$ cat src/rtl/mqsh_pkg.sv
// Package: shared operation codes for the MQ shift unit.
// Assumes a 4-bit operation field; codes above MQOP_SRA_CARRY are undefined.
package mqsh_pkg;

    typedef enum logic [3:0] {
        MQOP_SHL        = 4'd0,
        MQOP_SHR        = 4'd1,
        MQOP_SHL_LONG   = 4'd2,
        MQOP_SHR_LONG   = 4'd3,
        MQOP_MRG_L      = 4'd4,
        MQOP_MRG_R      = 4'd5,
        MQOP_SHL_FROMQ  = 4'd6,
        MQOP_SHR_FROMQ  = 4'd7,
        MQOP_SRA_EXT    = 4'd8,
        MQOP_SRA_CARRY  = 4'd9
    } mqsh_op_e;

    localparam int MQOP_W = 4;

endpackage

$ cat src/rtl/mqsh_rotator.sv
// Module: logarithmic barrel rotator.
// Rotates data_i by amt_i positions, to the left when ROT_LEFT is 1 and to the
// right otherwise. Assumes W is a power of two with SH_W = log2(W).
module mqsh_rotator #(
    parameter int W        = 32,
    parameter int SH_W     = $clog2(W),
    parameter bit ROT_LEFT = 1'b1
) (
    input  logic [W-1:0]    data_i,
    input  logic [SH_W-1:0] amt_i,
    output logic [W-1:0]    data_o
);

    logic [W-1:0] stage [0:SH_W];

    assign stage[0] = data_i;

    // One stage per amount bit; stage s rotates by 2**s when its bit is set.
    for (genvar s = 0; s < SH_W; s++) begin : g_stage
        localparam int K = 1 << s;
        logic [W-1:0] rotated;
        if (ROT_LEFT) begin : g_left
            assign rotated = (stage[s] << K) | (stage[s] >> (W - K));
        end else begin : g_right
            assign rotated = (stage[s] >> K) | (stage[s] << (W - K));
        end
        assign stage[s+1] = amt_i[s] ? rotated : stage[s];
    end

    assign data_o = stage[SH_W];

endmodule

$ cat src/rtl/mqsh_mask_gen.sv
// Module: shift masks for a given index.
// mask_l_o keeps the bits a left shift by amt_i keeps; mask_r_o does the same
// for a right shift. An index of zero gives all ones for both.
module mqsh_mask_gen #(
    parameter int W    = 32,
    parameter int SH_W = $clog2(W)
) (
    input  logic [SH_W-1:0] amt_i,
    output logic [W-1:0]    mask_l_o,
    output logic [W-1:0]    mask_r_o
);

    localparam logic [W-1:0] ONES = {W{1'b1}};

    // Mask formation: all-ones shifted by the index in each direction.
    always_comb begin
        mask_l_o = ONES << amt_i;
        mask_r_o = ONES >> amt_i;
    end

endmodule

$ cat src/rtl/mqsh_op_core.sv
// Module: combinational heart of the MQ shift unit.
// Computes result, next MQ and next carry for one operation from both
// rotations and both masks. Every plain shift is taken as a masked rotation,
// so no shift by the full width is ever formed. Undefined codes return zero
// and pass MQ and carry through unchanged.
module mqsh_op_core
    import mqsh_pkg::*;
#(
    parameter int W    = 32,
    parameter int SH_W = $clog2(W)
) (
    input  logic [MQOP_W-1:0] op_i,
    input  logic [W-1:0]      src_i,
    input  logic [SH_W-1:0]   amt_i,
    input  logic              big_i,
    input  logic [W-1:0]      mq_i,
    input  logic              carry_i,
    output logic [W-1:0]      res_o,
    output logic [W-1:0]      mq_nxt_o,
    output logic              carry_nxt_o
);

    logic [W-1:0] rot_l;
    logic [W-1:0] rot_r;
    logic [W-1:0] mask_l;
    logic [W-1:0] mask_r;
    logic [W-1:0] shl_v;
    logic [W-1:0] shr_v;
    logic [W-1:0] sar_v;
    logic         sign;
    logic         lost_one;
    mqsh_op_e     op;

    mqsh_rotator #(.W(W), .SH_W(SH_W), .ROT_LEFT(1'b1)) u_rot_l (
        .data_i (src_i),
        .amt_i  (amt_i),
        .data_o (rot_l)
    );

    mqsh_rotator #(.W(W), .SH_W(SH_W), .ROT_LEFT(1'b0)) u_rot_r (
        .data_i (src_i),
        .amt_i  (amt_i),
        .data_o (rot_r)
    );

    mqsh_mask_gen #(.W(W), .SH_W(SH_W)) u_mask (
        .amt_i    (amt_i),
        .mask_l_o (mask_l),
        .mask_r_o (mask_r)
    );

    // Derived shifts: plain and arithmetic forms built from masked rotations.
    always_comb begin
        op       = mqsh_op_e'(op_i);
        sign     = src_i[W-1];
        shl_v    = rot_l & mask_l;
        shr_v    = rot_r & mask_r;
        sar_v    = shr_v | ({W{sign}} & ~mask_r);
        lost_one = |(rot_r & ~mask_r);
    end

    // Operation select: result, MQ update and carry update per code.
    always_comb begin
        res_o       = '0;
        mq_nxt_o    = mq_i;
        carry_nxt_o = carry_i;
        unique case (op)
            MQOP_SHL: begin
                res_o    = shl_v;
                mq_nxt_o = rot_l;
            end
            MQOP_SHR: begin
                res_o    = shr_v;
                mq_nxt_o = rot_r;
            end
            MQOP_SHL_LONG: begin
                res_o    = big_i ? '0 : shl_v;
                mq_nxt_o = rot_l;
            end
            MQOP_SHR_LONG: begin
                res_o    = big_i ? '0 : shr_v;
                mq_nxt_o = rot_r;
            end
            MQOP_MRG_L: begin
                res_o    = (rot_l & mask_l) | (mq_i & ~mask_l);
                mq_nxt_o = rot_l;
            end
            MQOP_MRG_R: begin
                res_o    = (rot_r & mask_r) | (mq_i & ~mask_r);
                mq_nxt_o = rot_r;
            end
            MQOP_SHL_FROMQ: begin
                res_o = big_i ? (mq_i & mask_l) : (shl_v | (mq_i & ~mask_l));
            end
            MQOP_SHR_FROMQ: begin
                res_o = big_i ? (mq_i & mask_r) : (shr_v | (mq_i & ~mask_r));
            end
            MQOP_SRA_EXT: begin
                res_o    = sar_v;
                mq_nxt_o = rot_r;
            end
            MQOP_SRA_CARRY: begin
                res_o       = big_i ? {W{sign}} : sar_v;
                mq_nxt_o    = rot_r;
                carry_nxt_o = sign & (big_i | lost_one);
            end
            default: begin
                res_o = '0;
            end
        endcase
    end

endmodule

$ cat src/rtl/mqsh_unit.sv
// Module: shift unit with MQ extension register (top).
// Accepts one operation per cycle on in_vld_i and registers result, carry
// and MQ together, presenting them one cycle later with out_vld_o.
// Assumes DATA_W is a power of two. The side port writes MQ only in cycles
// without an operation; an operation's MQ update takes priority.
module mqsh_unit
    import mqsh_pkg::*;
#(
    parameter int DATA_W = 32,
    localparam int SH_W  = $clog2(DATA_W),
    localparam int AMT_W = SH_W + 1
) (
    input  logic              clk,
    input  logic              rst_n,
    input  logic              in_vld_i,
    input  logic [3:0]        op_i,
    input  logic [DATA_W-1:0] src_i,
    input  logic [AMT_W-1:0]  amt_reg_i,
    input  logic              imm_sel_i,
    input  logic [SH_W-1:0]   amt_imm_i,
    input  logic              mq_we_i,
    input  logic [DATA_W-1:0] mq_wdata_i,
    output logic              out_vld_o,
    output logic [DATA_W-1:0] res_o,
    output logic              carry_o,
    output logic [DATA_W-1:0] mq_o
);

    logic [SH_W-1:0]   shift_idx;
    logic              over_width;
    logic [DATA_W-1:0] core_res;
    logic [DATA_W-1:0] core_mq;
    logic              core_carry;

    // Amount select: immediate index never takes the over-width path.
    always_comb begin
        shift_idx  = imm_sel_i ? amt_imm_i : amt_reg_i[SH_W-1:0];
        over_width = amt_reg_i[AMT_W-1] & ~imm_sel_i;
    end

    mqsh_op_core #(.W(DATA_W), .SH_W(SH_W)) u_core (
        .op_i        (op_i),
        .src_i       (src_i),
        .amt_i       (shift_idx),
        .big_i       (over_width),
        .mq_i        (mq_o),
        .carry_i     (carry_o),
        .res_o       (core_res),
        .mq_nxt_o    (core_mq),
        .carry_nxt_o (core_carry)
    );

    // Output registers: operation updates all three; side port writes MQ when idle.
    always_ff @(posedge clk) begin
        if (!rst_n) begin
            out_vld_o <= 1'b0;
            res_o     <= '0;
            carry_o   <= 1'b0;
            mq_o      <= '0;
        end else begin
            out_vld_o <= in_vld_i;
            if (in_vld_i) begin
                res_o   <= core_res;
                carry_o <= core_carry;
                mq_o    <= core_mq;
            end else if (mq_we_i) begin
                mq_o    <= mq_wdata_i;
            end
        end
    end

endmodule

$ cat config.mk
export PLATFORM = sky130hd
export DESIGN_NAME = mqsh_unit
export DESIGN_NICKNAME = d
export VERILOG_FILES = /design/src/rtl/mqsh_pkg.sv /design/src/rtl/mqsh_rotator.sv /design/src/rtl/mqsh_mask_gen.sv /design/src/rtl/mqsh_op_core.sv /design/src/rtl/mqsh_unit.sv
export SDC_FILE = /design/constraint.sdc
export NUM_CORES = 1
export LEC_CHECK = 0
export BUFFER_PORTS_ARGS = -buffer_cell sky130_fd_sc_hd__buf_4
export CAP_MARGIN = 25
export CORE_MARGIN = 8
export CORE_UTILIZATION = 35
export DETAILED_ROUTE_END_ITERATION = 6
export GPL_TIMING_DRIVEN = 0
export REMOVE_ABC_BUFFERS = 1
export SYNTH_ARGS = -nofsm -noshare
export SYNTH_HDL_FRONTEND = slang
export SYNTH_SLANG_ARGS = --single-unit
$ cat constraint.sdc
create_clock -name clk -period 5.47 [get_ports clk]
set_clock_uncertainty 0.2 [all_clocks]
set_input_delay 0.547 -clock clk [delete_from_list [all_inputs] [get_ports clk]]
set_output_delay 0.547 -clock clk [all_outputs]
set_load 0.005 [all_outputs]
==> results.md, run 1 <==
* Outcome: finished clean
* Via total after detailed routing at between 10,000 and 15,000
* R2r endpoint: carry_o
* Antenna violations before repair at 0
* Max VDD drop at 0.135 mV
* Pre-Repair DR Iteration Count at 6
* CTS HTree Levels at 3
* Final core occ at 0.419
* Peak Freq at between 200 and 250 MHz
* Routed wire length at 48,100 µm
* Max-slew violation count at 0
* Layout cells sized above 1 at 0.218
* Worst skew pair latency at between 0.3 and 0.4 ns
* TritonCTS clock tree: built
* Placed insts at between 1,500 and 2,000
* Postcts setup bufs at 0
* Leakage power at roughly 0.0045 µW
* Final Hold Violating Endpoints at 0
* Crit path buf inv count at 2
* Worst-path fanout max at 37
* Slowest CP cell: nor2_1
* Row count at 62
* Final ANT Viol Nets at 0
* Post-Syn Instances at 1,303
* Reg2reg start: carry_o
* Global-route wire length before repair at a little over 70,000 µm
* Most frequent cell after synthesis: nand2_1
* Flops & latches, synth at 66
* Pre-CTS setup slack at 0.263 ns
* Most common cell on crit path: o21ai_1
* Max incr delay on CP at around 0.90 ns
* Hpwl dp at around 36,000 µm
* CTS resizes at 0
* I/O pins at 150
* Slew margin rel. at 0.192
* Yosys warns at 0
* Synth area leaders: mux4_2 16%, mux2i_1 13%, dfxtp_1 13%
* Cell Chain, Critical Path: buf_4 > nand2b_2 > o21ai_2 > o21ai_1 > buf_6 > nor2_1 > nor3_1 > a2111oi_2 > o21ai_1
* Via/cell ratio at 6.82
* Clock Sinks at 66
* RSZ-0062 raised after global routing: no
* WL/cell at between 20 and 30 µm
* CTS root buffer: clkbuf_16
* CP Class: input port to flop
* Fin crit share at 0.891
* Iteration-0 DRC Markers at between 1,500 and 2,000
* Drt drc at 0
* Worst setup path startpoint: imm_sel_i
* Slew at the pin closest to its max-slew limit at about 1.2 ns
* Clock Path Buffers at 2
* Vias in the first global route at 11,300
* Post-synth ARST share at 0
* Fill cells at a little under 3,000
* Mean post-synth cell area at between 7 and 8 µm²
* Yosys top cell area share at 0.158
* Hold Path Origin: res_o[28]
* TritonCTS Buffers at 9
* Power per standard cell area at between 200 and 250 mW/mm²
* GPL Wtd Cong at between 0.9 and 1
* Maxcap violations at 0
* PnR worst setup slack at ~0.6 ns
* Critical Path RT at roughly 5.5 ns
* Cell taking the most area after synthesis: mux4_2
* Largest net degree at the start of global routing at 72
* GR Util All Layers at 0.273
* Clock transition at the registers of the reported paths at 0.06 ns
* ANT cells at 0
* WP depth at 9
* Final Setup Violations at 0
* Area grow syn2layout at 19.0%
* Die Y at ~180 µm
* DIE WIDTH at approximately 180 µm
* Synth Cell Area at 0.0100 mm²
* Critical Path AT at just under 5 ns
* Hold-fix buffers, CTS at 0
* Sequential element share of the synthesized area at 0.132
* Fin cells at approximately 1,800
* Reg2Reg Setup Slack at 3.31 ns
* CP Capture Type: flop
* Core area at approximately 0.028 mm²
* Most common library cells after synthesis: 180 x nand2_1, 133 x mux2i_1, 129 x o21ai_0
* Dominant synthesized flop cell: dfxtp_1
* CP Capture Point: res_o[9]
* Count of cell types in the netlist at between 60 and 70
* CP top delay family: compound AO/OA/AOI/OAI gates
* EDFF count, synth at 0
* Total gr overflow at 0
* Fin nets at about 1,500
* Worst hold path type: flop to flop
* Initial core utilization at 0.352
* Period minus WS final at slightly below 5 ns
* FF-to-FF path depth at 7
* Worst Setup Start Kind: input port
* Buffers on Ports at ~150
* Die area at 0.0342 mm²
## worst min path at each step
stage,end,depth (start not counted),slack (ns)
CTS,res_o[1],2,0.25
finish,res_o[28],2,0.25
detailed placement,res_o[0],2,0.24
floorplan,res_o[0],2,0.25
global placement,res_o[21],2,0.24
global route,res_o[28],2,0.27
## through the flow
stage                     total power, µW  setup TNS [ns]  cell area, µm²  hold slack (ns)
after floorplan                      1380          -11.20            9440            0.246
after global placement               1910         -205.88           11000            0.236
after detailed placement             1950               0           11500            0.244
after CTS                            2570               0           11800            0.251
after global routing                 2710               0           11900            0.270
final                                2610               0           11900            0.247
## metal layers
| metal | vias to the layer above | track usage | routed length [µm] |
|---|---|---|---|
| li1 | 5190 | - | - |
| met1 | 5781 | 0.373 | 19700 |
| met2 | 860 | 0.403 | 20600 |
| met3 | 127 | 0.0730 | 6040 |
| met4 | 0 | 0.107 | 1790 |
| met5 | - | 0 | 0 |
## sequential cells by signal, indices dropped and copies added (netlist names)
name and count:
mq_o 32, out_vld_o 1, res_o 32, carry_o 1
## cell type report
cell class	instances	area, µm²	area share
inverter	4	15.0	0.00126
clock buffer	13	270	0.0227
timing repair buffer	175	1580	0.133
tap	384	480	0.0404
clock inverter	2	35.0	0.00295
sequential	66	1320	0.111
multi-input combinational	1110	8190	0.688
## report_power, final
part	switching (µW)	total, µW	internal, µW
Clock	229	617	387
Sequential	40.7	557	517
Combinational	898	1440	543
Total	1170	2610	1450
## worst register-to-register path, stage by stage, from the launching register on
cell and delay, ns:
dfxtp_1 0.34, a21boi_0 0.20, a311oi_1 0.33, o211ai_1 0.13, nor4_1 0.27, o211ai_1 0.15
a311oi_1 0.30, a31oi_1 0.12
## layout by cell type (no fill, tap or decap), drive strengths merged, types with 6 or more instances in the layout
cell / instances
a32oi: 13
nor2b: 13
o22ai: 29
and2: 6
o221ai: 8
dfxtp: 66
o21ai: 142
a31oi: 22
a311oi: 9
mux2i: 142
nor4: 7
o211ai: 22
o21a: 7
nand2: 180
a2111oi: 7
nand3: 59
nand4: 6
nor3: 29
a22oi: 43
a211oi: 8
and3: 7
nand2b: 6
mux2: 13
a21oi: 114
nor2: 71
mux4: 70
xnor2: 17
buf: 174
clkbuf: 13
## cell families after synthesis
| group | after synthesis | synth area share |
|---|---|---|
| buffers and inverters | 127 | 0.0575 |
| xor gates and xnor gates | 19 | 0.0166 |
| DFF | 66 | 0.132 |
| AOI/OAI and AO/OA | 470 | 0.295 |
| and+or+nand+nor | 396 | 0.176 |
| muxes | 225 | 0.323 |
Note: power is estimated with default switching activity, not from simulation.
==> inputs of run 2 (changes only) <==
--- a/config.mk
+++ b/config.mk
@@ -11,6 +11,7 @@
 export CORE_UTILIZATION = 35
 export DETAILED_ROUTE_END_ITERATION = 6
 export GPL_TIMING_DRIVEN = 0
+export RECOVER_POWER = 50
 export REMOVE_ABC_BUFFERS = 1
 export SYNTH_ARGS = -nofsm -noshare
 export SYNTH_HDL_FRONTEND = slang
==> results.md, run 2 (same netlist as run 1, synthesis figures left out) <==
* DIE WIDTH at between 150 and 200 µm
* Critical Path RT at between 5 and 6 ns
* CTS HTree Levels at 3
* Met2 usage in global routing at 0.403
* Fin nets at 1,450
* Worst setup path startpoint: imm_sel_i
* Hold-fix buffers, CTS at 0
* Power per standard cell area at 219 mW/mm²
* Drt drc at 0
* Hold_ws at around 0.25 ns
* Peak Freq at roughly 210 MHz
* Largest net degree at the start of global routing at 72
* Hold Path Origin: res_o[28]
* Layout cells sized above 1 at 0.209
* Placed insts at 1,735
* Commonest non-fill, non-tap cells in the layout: 180 x nand2_1, 131 x mux2i_1, 128 x o21ai_0
* Max VDD drop at between 0.1 and 0.15 mV
* Global-route wire length before repair at about 72,000 µm
* I/O pins at 150
* Final ANT Viol Nets at 0
* Final Setup Violations at 0
* Worst hold path type: flop to flop
* Via total after detailed routing at 11,982
* Worst Setup Start Kind: input port
* Die area at about 0.034 mm²
* Leakage power at 0.00444 µW
* CP Class: input port to flop
* WL/cell at roughly 27 µm
* ANT cells at 0
* Pre-Repair DR Iteration Count at 7
* Vias in the first global route at 11,300
* Slew margin rel. at 0.202
* Total gr overflow at 0
* Clock Path Buffers at 2
* Row count at 62
* TritonCTS clock tree: built
* GPL Wtd Cong at roughly 1
* Cell Chain, Critical Path: buf_4 > nand2b_2 > o21ai_2 > o21ai_1 > buf_6 > nor2_1 > nor3_1 > a2111oi_2 > o21ai_1
* Met1 Use GR at 0.373
* Area grow syn2layout at 18.5%
* Outcome: finished clean
* Clock Sinks at 66
* Fin crit share at 0.877
* RSZ-0062 raised after global routing: no
* Iteration-0 DRC Markers at roughly 1,900
* Initial core utilization at 0.352
* CP Capture Type: flop
* Critical Path AT at ~4.8 ns
* Max-slew violation count at 0
* Final TNS setup at 0 ns
* Global-route met3 utilization at 0.0730
* Global routing's busiest layer: met2
* Final Hold Violating Endpoints at 0
* Slew at the pin closest to its max-slew limit at 1.19 ns
* Slowest CP cell: nor2_1
* Max incr delay on CP at about 0.9 ns
* Final core occ at 0.417
* Core area at between 0.02 and 0.03 mm²
* Most common cell on crit path: o21ai_1
* Buffers on Ports at 149
* Biggest regs: mq_o: 32 flops, res_o: 32 flops
* Die Y at 185 µm
* Period minus WS final at between 4 and 5 ns
* Hpwl dp at about 36,000 µm
* Worst skew pair latency at roughly 0.34 ns
* GR Util All Layers at 0.273
* TritonCTS Buffers at 9
* Antenna violations before repair at 0
* Routed wire length at between 40,000 and 50,000 µm
* Worst-path fanout max at 37
* Via/cell ratio at ~6.8
* Maxcap violations at 0
* CTS resizes at 0
* CTS root buffer: clkbuf_16
* Reg2reg start: carry_o
* Postcts setup bufs at 0
* Fin cells at 1,754
* Clock transition at the registers of the reported paths at approximately 0.06 ns
* Commonest non-fill, non-tap cell in the layout: nand2_1
==> run 2: changes by cell type in the layout (fill, tap and decap cells not counted), sizes merged <==
cell    previous run  this run
buf              174       109
clkbuf            13        78
==> run 2: area by class of cell <==
| type | count | area (µm²) |
|---|---|---|
| Fill cell | 2984 | 16500 |
| Multi-Input combinational cell | 1110 | 8190 |
| Timing Repair Buffer | 175 | 1540 |
| Sequential cell | 66 | 1320 |
| Tap cell | 384 | 480 |
| Clock buffer | 13 | 270 |
| Clock inverter | 2 | 35.0 |
| Inverter | 4 | 15.0 |
==> run 2: worst paths after layout <==
check                                 end  slack [ns]  cells after the start
worst max-delay path             res_o[9]        0.67                      9
worst min register to register  res_o[28]        0.25                      2
worst min-delay path            res_o[28]        0.25                      2
worst max register to register    carry_o        3.33                      7
==> run 2: layer usage <==
metal  wire, µm  share of wire  vias to the layer above
met5          0              0                        -
met4       1840          0.038                        0
met3       5860           0.12                      145
met2      20600           0.43                      873
met1      19700           0.41                     5767
li1           -              -                     5197
==> run 2: metrics by stage <==
| step | total power, µW | worst slack, ns | area, µm² |
|---|---|---|---|
| floorplan | 1380 | -0.698 | 9440 |
| global placement | 1910 | -4.56 | 11000 |
| detailed placement | 1950 | 0.263 | 11500 |
| CTS | 2570 | 0.622 | 11800 |
| global route | 2710 | 0.653 | 11800 |
| finish | 2600 | 0.672 | 11800 |
==> run 2: power breakdown <==
part	switching [µW]	internal [µW]
Clock	226	387
Sequential	40.7	517
Combinational	892	536
Total	1160	1440
==> run 2: worst max-delay path: cells and delay by family <==
family	cells	cell delay [ns]
AO/OA/AOI/OAI	4	2.00
AND/OR/NAND/NOR	3	1.73
buffers and inverters	2	0.49
==> inputs of run 3 (changes only) <==
--- a/config.mk
+++ b/config.mk
@@ -8,9 +8,10 @@
 export BUFFER_PORTS_ARGS = -buffer_cell sky130_fd_sc_hd__buf_4
 export CAP_MARGIN = 25
 export CORE_MARGIN = 8
-export CORE_UTILIZATION = 35
+export CORE_UTILIZATION = 50
 export DETAILED_ROUTE_END_ITERATION = 6
 export GPL_TIMING_DRIVEN = 0
+export PLACE_DENSITY = 0.71
 export RECOVER_POWER = 50
 export REMOVE_ABC_BUFFERS = 1
 export SYNTH_ARGS = -nofsm -noshare
==> results.md, run 3 (same netlist as run 1, synthesis figures left out) <==
* Outcome: finished clean
* R2r endpoint: carry_o
* CTS HTree Levels at 3
* Postcts setup bufs at 0
* Total gr overflow at 0
* RSZ-0062 raised after global routing: no
* TritonCTS clock tree: built
* Fin nets at about 1,500
* Die area at 0.0248 mm²
* TritonCTS Buffers at 9
* FF-to-FF path depth at 7
* Hold-fix buffers, CTS at 0
* I/O pins at 150
* Power per standard cell area at 219 mW/mm²
* Clock Sinks at 66
* Slew margin rel. at 0.225
* Max VDD drop at ~0.13 mV
* Clock transition at the registers of the reported paths at 0.05 ns
* Routed wire length at between 40,000 and 50,000 µm
* Total power draw at between 2000 and 3000 µW
* Area grow syn2layout at 18.0%
* Met1 Use GR at 0.480
* Hold Path Origin: res_o[1]
* Largest net degree at the start of global routing at 72
* Clock Path Buffers at 2
* Final TNS setup at 0 ns
* Antenna violations before repair at 0
* Leakage power at between 0.004 and 0.005 µW
* WHS Endpoint: res_o[1]
* CP Capture Type: flop
* Worst hold path type: flop to flop
* WL/cell at between 20 and 30 µm
* Global routing's busiest layer: met2
* Initial core utilization at 0.512
* Worst Setup Start Kind: input port
* GR Util All Layers at 0.364
* Fin crit share at 0.791
* DIE WIDTH at between 150 and 200 µm
* Final Setup Violations at 0
* Biggest regs: mq_o: 32 flops, res_o: 32 flops
* Worst skew pair latency at roughly 0.36 ns
* Slew at the pin closest to its max-slew limit at 1.15 ns
* Die Y at ~160 µm
* CTS resizes at 0
* Final Hold Violating Endpoints at 0
* Via total after detailed routing at around 12,000
* Peak Freq at 231 MHz
* Core area at between 0.015 and 0.02 mm²
* WHS Path Cells at 2
* Vias in the first global route at around 11,000
* Global-route wire length before repair at between 60,000 and 70,000 µm
* GPL Wtd Cong at between 1 and 1.5
* CP Class: input port to flop
* Layout cells sized above 1 at 0.210
* Pre-CTS setup slack at 0.842 ns
* Maxcap violations at 0
* Period minus WS final at 4.33 ns
* Reg2reg start: carry_o
* Commonest non-fill, non-tap cells in the layout: 180 x nand2_1, 131 x mux2i_1, 128 x o21ai_0
* Fill cells at between 1,500 and 2,000
* PnR worst setup slack at between 1 and 1.5 ns
* Row count at between 50 and 60
* Buffers on Ports at approximately 150
* ANT cells at 0
* Finished Cell Area at 0.0118 mm²
* Worst-path fanout max at 19
* Commonest non-fill, non-tap cell in the layout: nand2_1
* CTS root buffer: clkbuf_16
* Final core occ at 0.604
* Iteration-0 DRC Markers at approximately 1,800
* Pre-Repair DR Iteration Count at 7
* Reg2Reg Setup Slack at about 3.3 ns
* Final ANT Viol Nets at 0
* Global-route met3 utilization at 0.122
* Critical Path AT at approximately 4.4 ns
* Via/cell ratio at ~7.4
* Max-slew violation count at 0
* Met2 usage in global routing at 0.522
* Worst setup path startpoint: imm_sel_i
* Critical Path RT at ~5.5 ns
* Hpwl dp at approximately 34,000 µm
* Drt drc at 0
* Placed instance area at 0.0115 mm²
## run 3: cell count changes in the layout (fill, tap and decap cells not counted), moves of 2 or more
| cell | before | now |
|---|---|---|
| clkbuf_8 | 3 | 0 |
| buf_4 | 88 | 90 |
| buf_16 | 8 | 13 |
| clkbuf_1 | 13 | 17 |
## run 3: metrics by stage
stage	hold slack, ns	instances
after floorplan	0.246	1180
after global placement	0.239	1594
after detailed placement	0.242	1621
after CTS	0.249	1637
after global routing	0.270	1641
final	0.246	1641
## run 3: critical path, cell delays in order
cell and delay [ns]:
buf_4 0.29, mux2i_4 0.83, buf_12 0.27, buf_16 0.17, mux4_2 0.53, mux2i_1 0.34, mux2i_1 0.16, mux2i_1 0.35
a221oi_1 0.16, a2111oi_2 0.58, o21ai_1 0.09
## run 3: how the worst max path moves through the flow
stage / slack, ns / cells past startpoint / to
floorplan: -0.70 / 8 / carry_o
global placement: -4.59 / 9 / carry_o
detailed placement: 0.84 / 8 / res_o[9]
CTS: 1.20 / 8 / res_o[9]
global route: 0.91 / 11 / res_o[1]
finish: 1.14 / 11 / res_o[14]
## run 3: final cells by class
cell class | instances | area, µm² | area share
multi-input combinational | 1110 | 8180 | 0.694
timing repair buffer | 180 | 1670 | 0.141
sequential | 66 | 1320 | 0.112
tap | 265 | 332 | 0.0281
clock buffer | 13 | 240 | 0.0204
clock inverter | 3 | 40.0 | 0.00339
inverter | 4 | 15.0 | 0.00127
## run 3: metal layers
metal	vias up	share of wire
met4	2	0.055
li1	5206	-
met1	5669	0.38
met5	-	0.00082
met3	195	0.15
met2	1022	0.42
## run 3: report_power, final
part	switching (µW)	leakage, µW	internal, µW
combinational	890	0.00380	546
sequential	39.9	0.000541	517
clock	240	0.000138	352
total	1170	0.00448	1410
